File: src/rtl/psplit_pkg.sv
package psplit_pkg;
    typedef enum logic {
        PS_IDLE  = 1'b0,
        PS_ISSUE = 1'b1
    } ps_mode_e;
endpackage

File: src/rtl/psplit_chunk_calc.sv
// Picks the size of the next chunk: the room left in the current page,
// or the remaining count if that is smaller.
module psplit_chunk_calc #(
    parameter int PAGE_SHIFT = 8,
    parameter int LEN_W      = 16
) (
    input  logic [PAGE_SHIFT-1:0] page_off,
    input  logic [LEN_W-1:0]      remain,
    output logic [PAGE_SHIFT:0]   clen,
    output logic                  is_last
);
    localparam int CW = PAGE_SHIFT + 1;
    localparam logic [CW-1:0] PAGE_BYTES = {1'b1, {PAGE_SHIFT{1'b0}}};

    logic [CW-1:0]    room;
    logic [LEN_W-1:0] room_w;

    always_comb begin
        room    = PAGE_BYTES - {1'b0, page_off};
        room_w  = LEN_W'(room);
        is_last = (remain <= room_w);
        clen    = is_last ? remain[CW-1:0] : room;
    end
endmodule

File: src/rtl/psplit_advance.sv
// Steps the address, buffer offset and remaining count by one chunk.
module psplit_advance #(
    parameter int ADDR_W     = 24,
    parameter int LEN_W      = 16,
    parameter int PAGE_SHIFT = 8
) (
    input  logic [ADDR_W-1:0]   addr,
    input  logic [LEN_W-1:0]    off,
    input  logic [LEN_W-1:0]    rem,
    input  logic [PAGE_SHIFT:0] clen,
    output logic [ADDR_W-1:0]   addr_nx,
    output logic [LEN_W-1:0]    off_nx,
    output logic [LEN_W-1:0]    rem_nx
);
    always_comb begin
        addr_nx = addr + ADDR_W'(clen);
        off_nx  = off + LEN_W'(clen);
        rem_nx  = rem - LEN_W'(clen);
    end
endmodule

File: src/rtl/page_split_top.sv
module page_split_top
    import psplit_pkg::*;
#(
    parameter int ADDR_W     = 24,
    parameter int LEN_W      = 16,
    parameter int PAGE_SHIFT = 8
) (
    input  logic                  clk,
    input  logic                  rst_n,
    input  logic                  req_valid,
    output logic                  req_ready,
    input  logic [ADDR_W-1:0]     req_addr,
    input  logic [LEN_W-1:0]      req_len,
    output logic                  chunk_valid,
    input  logic                  chunk_ready,
    output logic [ADDR_W-1:0]     chunk_addr,
    output logic [PAGE_SHIFT:0]   chunk_len,
    output logic [LEN_W-1:0]      chunk_offset,
    output logic                  done
);
    typedef struct packed {
        ps_mode_e          mode;
        logic              done;
        logic [ADDR_W-1:0] addr;
        logic [LEN_W-1:0]  off;
        logic [LEN_W-1:0]  rem;
    } split_state_t;

    split_state_t s_d, s_q;

    logic [PAGE_SHIFT:0] clen;
    logic                is_last;
    logic [ADDR_W-1:0]   addr_nx;
    logic [LEN_W-1:0]    off_nx;
    logic [LEN_W-1:0]    rem_nx;

    psplit_chunk_calc #(
        .PAGE_SHIFT (PAGE_SHIFT),
        .LEN_W      (LEN_W)
    ) calc_i (
        .page_off (s_q.addr[PAGE_SHIFT-1:0]),
        .remain   (s_q.rem),
        .clen     (clen),
        .is_last  (is_last)
    );

    psplit_advance #(
        .ADDR_W     (ADDR_W),
        .LEN_W      (LEN_W),
        .PAGE_SHIFT (PAGE_SHIFT)
    ) adv_i (
        .addr    (s_q.addr),
        .off     (s_q.off),
        .rem     (s_q.rem),
        .clen    (clen),
        .addr_nx (addr_nx),
        .off_nx  (off_nx),
        .rem_nx  (rem_nx)
    );

    always_comb begin
        s_d      = s_q;
        s_d.done = 1'b0;
        case (s_q.mode)
            PS_IDLE: begin
                if (req_valid) begin
                    if (req_len == '0) begin
                        s_d.done = 1'b1;
                    end else begin
                        s_d.mode = PS_ISSUE;
                        s_d.addr = req_addr;
                        s_d.off  = '0;
                        s_d.rem  = req_len;
                    end
                end
            end
            PS_ISSUE: begin
                if (chunk_ready) begin
                    s_d.addr = addr_nx;
                    s_d.off  = off_nx;
                    s_d.rem  = rem_nx;
                    if (is_last) begin
                        s_d.mode = PS_IDLE;
                        s_d.done = 1'b1;
                    end
                end
            end
            default: s_d.mode = PS_IDLE;
        endcase
    end

    always_ff @(posedge clk) begin
        if (!rst_n) begin
            s_q <= '0;
        end else begin
            s_q <= s_d;
        end
    end

    assign req_ready    = (s_q.mode == PS_IDLE);
    assign chunk_valid  = (s_q.mode == PS_ISSUE);
    assign chunk_addr   = s_q.addr;
    assign chunk_len    = clen;
    assign chunk_offset = s_q.off;
    assign done         = s_q.done;
endmodule

File: config.mk
export PLATFORM = sky130hd
export DESIGN_NAME = page_split_top
export DESIGN_NICKNAME = d
export VERILOG_FILES = /design/src/rtl/psplit_pkg.sv /design/src/rtl/psplit_chunk_calc.sv /design/src/rtl/psplit_advance.sv /design/src/rtl/page_split_top.sv
export SDC_FILE = /design/constraint.sdc
export NUM_CORES = 1
export LEC_CHECK = 0
export BUFFER_PORTS_ARGS = -buffer_cell sky130_fd_sc_hd__buf_2
export CAP_MARGIN = 15
export CORE_MARGIN = 2
export CORE_UTILIZATION = 62
export CTS_CLUSTER_SIZE = 8
export DETAILED_ROUTE_END_ITERATION = 6
export GPL_TIMING_DRIVEN = 0
export PLACE_DENSITY = 0.92
export SLEW_MARGIN = 5
export SYNTH_ARGS = -nofsm -noshare
export SYNTH_HDL_FRONTEND = slang
export SYNTH_HIERARCHICAL = 1
export SYNTH_SLANG_ARGS = --single-unit
File: constraint.sdc
create_clock -name clk -period 11.33 [get_ports clk]
set_clock_uncertainty 0.15 [all_clocks]
set_input_delay 2.266 -clock clk [delete_from_list [all_inputs] [get_ports clk]]
set_output_delay 2.266 -clock clk [all_outputs]
set_load 0.02 [all_outputs]
# Word-level counts from Yosys, hierarchy flattened
# Cells that the tools add are included.
[classes]
add_sub_neg = 4
n_lt_le_gt_ge = 1
eq_ne = 3
n_mux = 8
bitwise_logic = 1
reduce_logical = 2
[ops]
columns = ["cell", "count"]
rows = [
  ["58-bit two-way mux", 2],
  ["58-bit one-hot mux with 2 select lines", 1],
  ["56-bit two-way mux", 1],
  ["24-bit by 9-bit adder with 24-bit output", 1],
  ["16-bit by 9-bit adder with 16-bit output", 1],
  ["16-bit by 9-bit <= comparator with 1-bit output", 1],
  ["16-bit zero test", 1],
  ["16-bit by 9-bit subtractor with 16-bit output", 1],
  ["9-bit two-way mux", 1],
  ["9-bit by 8-bit subtractor with 9-bit output, first input constant", 1],
  ["2-bit != test, second input constant", 3],
  ["3-bit AND reduction", 1],
  ["1-bit two-way mux", 2],
  ["2-bit two-way mux", 1],
  ["1-bit inverter", 1],
]
[totals]
regBits = 58
in_bits = 44
wordCells = 24

# Longest topological paths before layout
[depth]
word_depth = 6
depth_mapped = 21
ltp_nobuf = 20

# By module
# The synthesis kept the hierarchy.
[modules_own_cells]
columns = ["module", "n_inst", "cells_per_inst", "area_each_um2", "seq_area_each_um2"]
rows = [
  ["page_split_top", 1, 317, 2847.7, 1161.1],
  ["psplit_advance", 1, 250, 1883.1, 0.0],
  ["psplit_chunk_calc", 1, 60, 475.5, 0.0],
]

# Least setup slack after synthesis
# Ideal clock, no wire load.
[synth_timing]
kind = "reg2out"
start = "register s_q (netlist bit chunk_addr[0])"
end = "output port chunk_len[0]"
t_arrival_ps = 2805
required_ps = 8914
slack_ps = 6109
stages_incl_launch_ff = 13
n_path_buf = 1
path_cell_list = "dfxtp_1 inv_1 ha_1 nand2_1 or3_1 or3_1 ha_1 and3_1 nand3_1 o22ai_1 o2bb2ai_1 buf_6 mux2i_1"
[synth_between]
elab_chain_cells = 3
[synth_lines]
columns = ["item", "line_no", "source"]
rows = [
  ["start, declared", "page_split_top.sv:29", "split_state_t s_d, s_q;"],
  ["start signal, assigned", "page_split_top.sv:94", "s_q <= '0;"],
  ["start signal, assigned", "page_split_top.sv:96", "s_q <= s_d;"],
  ["9-bit by 8-bit subtractor with 9-bit output", "psplit_chunk_calc.sv:19", "room = PAGE_BYTES - {1'b0, page_off};"],
  ["16-bit by 9-bit <= comparator with 1-bit output", "psplit_chunk_calc.sv:21", "is_last = (remain <= room_w);"],
  ["via is_last", "page_split_top.sv:32", "logic is_last;"],
  ["9-bit two-way mux", "psplit_chunk_calc.sv:22", "clen = is_last ? remain[CW-1:0] : room;"],
  ["end, declared", "page_split_top.sv:17", "output logic [PAGE_SHIFT:0] chunk_len,"],
]
# The timed path passes the listed nets, and every way through them passes these cells.

# Worst setup path after layout
[layout_timing]
start = "register s_q (netlist bit chunk_addr[0])"
end = "output port chunk_len[8]"
# The elaborated chain is that of the path after synthesis.

==> out/results.txt <==
Setup WS pre-CTS -> 5.63 ns
# hold bufs at CTS -> 0
Routed WL per cell -> 18.7 µm
Final Hold Violating Endpoints -> 0
fillcell total -> 638
H-Tree Depth -> 3
Synth async-reset ratio -> 0%
first-pass GRT wire length -> 24800 µm
area grow syn2layout -> 15.0%
TritonCTS Buffers -> 9
Least-Margin Pin Slew -> 0.662 ns
Row Count -> 33
Final nets -> 815
leading area contributor after synthesis -> dfxtp_1
total gr overflow -> 0
Yosys top cell area share -> 22.3%
cells after synthesis -> 627
Pre-antenna DRT Iters -> 7
initial antenna violation count -> 0
unique cell type count in the Yosys netlist -> 68
die width -> 95.6 µm
Max Freq -> 0.160 GHz
Iter 0 DRT Violations -> 467
drt drc -> 0
Initial Utilization -> 63.7%
CP arrival -> 3.84 ns
status -> completed
static leakage -> 0.00265 µW
antenna fix cells -> 0
final setup violation count -> 0
type of the most critical hold path -> register to register
antenna viol nets, final -> 0
vias in the first global route -> 5204
final design utilization -> 73.2%
later-pin clock latency in the skew report -> 0.35 ns
top cells by area, synth -> dfxtp_1, a21oi_1, ha_1
post-synthesis sequential area ratio -> 22.3%
vias post-DR -> 5537
Root Driver -> clkbuf_8
largest net degree at the start of global routing -> 12
Vias/cell -> 6.59
Slew Viols, Final -> 0
Tmin final -> 6.26 ns
CTS clk-pin slew, worst paths -> 0.07 ns
Ports -> 96
crit path max fanout -> 11
clk sinks -> 58
register area -> 1160 µm²
register bit total from synthesis -> 58
port bufs -> 93
area of the multi-input gates -> 3380 µm²
synth warn -> 6
Post CTS Setup Buffer Count -> 0
RePlAce Congestion -> 1.01
Chip Height -> 95.6 µm
Post-Route WL -> 15700 µm
post-route setup TNS -> 0 ns
CP Capture Type -> output port
CTS max path bufs -> 2
peak supply drop -> 0.0000913 V
Max-cap violations -> 0
Die Area -> 9150 µm²
Mapped Nets -> 711
startpoint types -> register
CP Class -> register to output port
share of cells above drive strength 1 -> 28.0%
final worst setup slack -> 5.07 ns
GRT Resource Usage Total -> 34.8%
PD cells -> 177 nW/µm²
fin crit share -> 55.2%
Critical Path RT -> 8.91 ns
Main synth FF type -> dfxtp_1
Slew Limit Headroom -> 54.6%
HPWL after DPL -> 11400 µm
core area -> 8180 µm²
syn_area_per_cell -> 8.30 µm²
CTS tree -> done
Cell Area, Synth -> 5210 µm²
Post-synth EDFFs -> 0
PostCTS Resize Cnt -> 0
unrepaired setup endpoints after global routing -> no
-- report_power, final --
part | total (µW) | internal [µW] | switching [µW] | leakage [µW]
clock network | 192 | 106 | 86.1 | 0.0000962
logic | 614 | 246 | 368 | 0.00207
registers | 257 | 226 | 31.4 | 0.000478
-- metrics by stage --
| stage | area [µm²] | power [µW] | hold slack [ns] | cells |
|---|---|---|---|---|
| final | 5990 | 1060 | 0.357 | 840 |
| after global routing | 5990 | 1120 | 0.373 | 840 |
| after CTS | 5990 | 1040 | 0.362 | 840 |
| after detailed placement | 5800 | 847 | 0.352 | 825 |
| after global placement | 5800 | 820 | 0.340 | 825 |
| after floorplan | 5210 | 710 | 0.319 | 627 |
-- metal layers --
| layer | wire length (µm) | GRT usage, % | vias to the layer above | part of all wire (%) |
|---|---|---|---|---|
| met3 | 1420 | 6.25 | 75 | 9.1 |
| met2 | 7470 | 55.7 | 382 | 47 |
| li1 | - | - | 2508 | - |
| met1 | 6120 | 43.5 | 2572 | 39 |
| met5 | 0 | 0 | - | 0 |
| met4 | 714 | 20.8 | 0 | 4.5 |
-- cell usage after synthesis (4+ instances only) --
| cell | number |
|---|---|
| a21oi_1 | 94 |
| a21oi_2 | 9 |
| buf_1 | 4 |
| buf_2 | 5 |
| buf_4 | 42 |
| buf_6 | 10 |
| clkbuf_1 | 20 |
| dfxtp_1 | 58 |
| ha_1 | 37 |
| inv_1 | 32 |
| mux2i_1 | 9 |
| nand2_1 | 43 |
| nand2b_1 | 4 |
| nand3_1 | 10 |
| nand4_1 | 24 |
| nor2_1 | 16 |
| nor2b_1 | 4 |
| nor3_1 | 8 |
| nor4_1 | 7 |
| o211ai_1 | 5 |
| o21a_1 | 6 |
| o21ai_0 | 21 |
| o21ai_1 | 4 |
| o221ai_1 | 30 |
| o221ai_2 | 10 |
| or3_1 | 5 |
| xnor2_1 | 24 |
| xor2_1 | 27 |
-- kinds of logic after synthesis --
group / after synthesis / synth area share [%]
AOI/OAI and AO/OA: 214 / 29.0
and+or+nand+nor: 141 / 15.3
buffers and inverters: 113 / 12.7
DFF: 58 / 22.3
xor gates and xnor gates: 51 / 8.58
adders and majority gates: 40 / 10.0
muxes: 10 / 2.02
-- cell type report --
class	count	share of cell area, %
Timing Repair Buffer	93	7.77
Multi-Input combinational cell	456	56.5
Buffer	81	9.07
Clock buffer	12	2.42
Sequential cell	58	19.4
Tap cell	105	2.19
Clock inverter	3	0.669
Inverter	32	2.01
-- flip-flops by register name (all words and copies together), names as in the netlist --
register      flops
chunk_offset     16
s_q              16
chunk_valid       1
chunk_addr       24
done              1
-- path summary, 6_finish.rpt --
check | cells after the start | slack, ns | end | start
setup / recovery | 12 | 5.07 | chunk_len[8] | chunk_addr[0]
setup reg to reg | 20 | 5.93 | chunk_addr[22] | chunk_addr[0]
hold reg to reg | 2 | 0.36 | chunk_offset[5] | chunk_offset[5]
hold / removal | 2 | 0.36 | chunk_offset[5] | chunk_offset[5]
-- cells in the final DEF, fill, tap and decap left out, types with 27 or more instances in the layout --
| cell type | n |
|---|---|
| a21oi_1 | 94 |
| buf_2 | 98 |
| buf_4 | 42 |
| dfxtp_1 | 58 |
| ha_1 | 37 |
| inv_1 | 32 |
| nand2_1 | 43 |
| o221ai_1 | 30 |
| xor2_1 | 27 |
-- worst max-delay path, cell delays in order, from the launching register on --
cell       delay, ns
dfxtp_1         0.36
inv_1           0.11
ha_1            0.19
nand2_1         0.11
or3_1           0.36
or3_1           0.36
ha_1            0.23
a211oi_1        0.30
o211ai_1        0.17
o2bb2ai_1       0.21
buf_6           0.20
mux2i_1         0.60
buf_2           0.29
No activity file was read; power rests on OpenSTA's default activity.
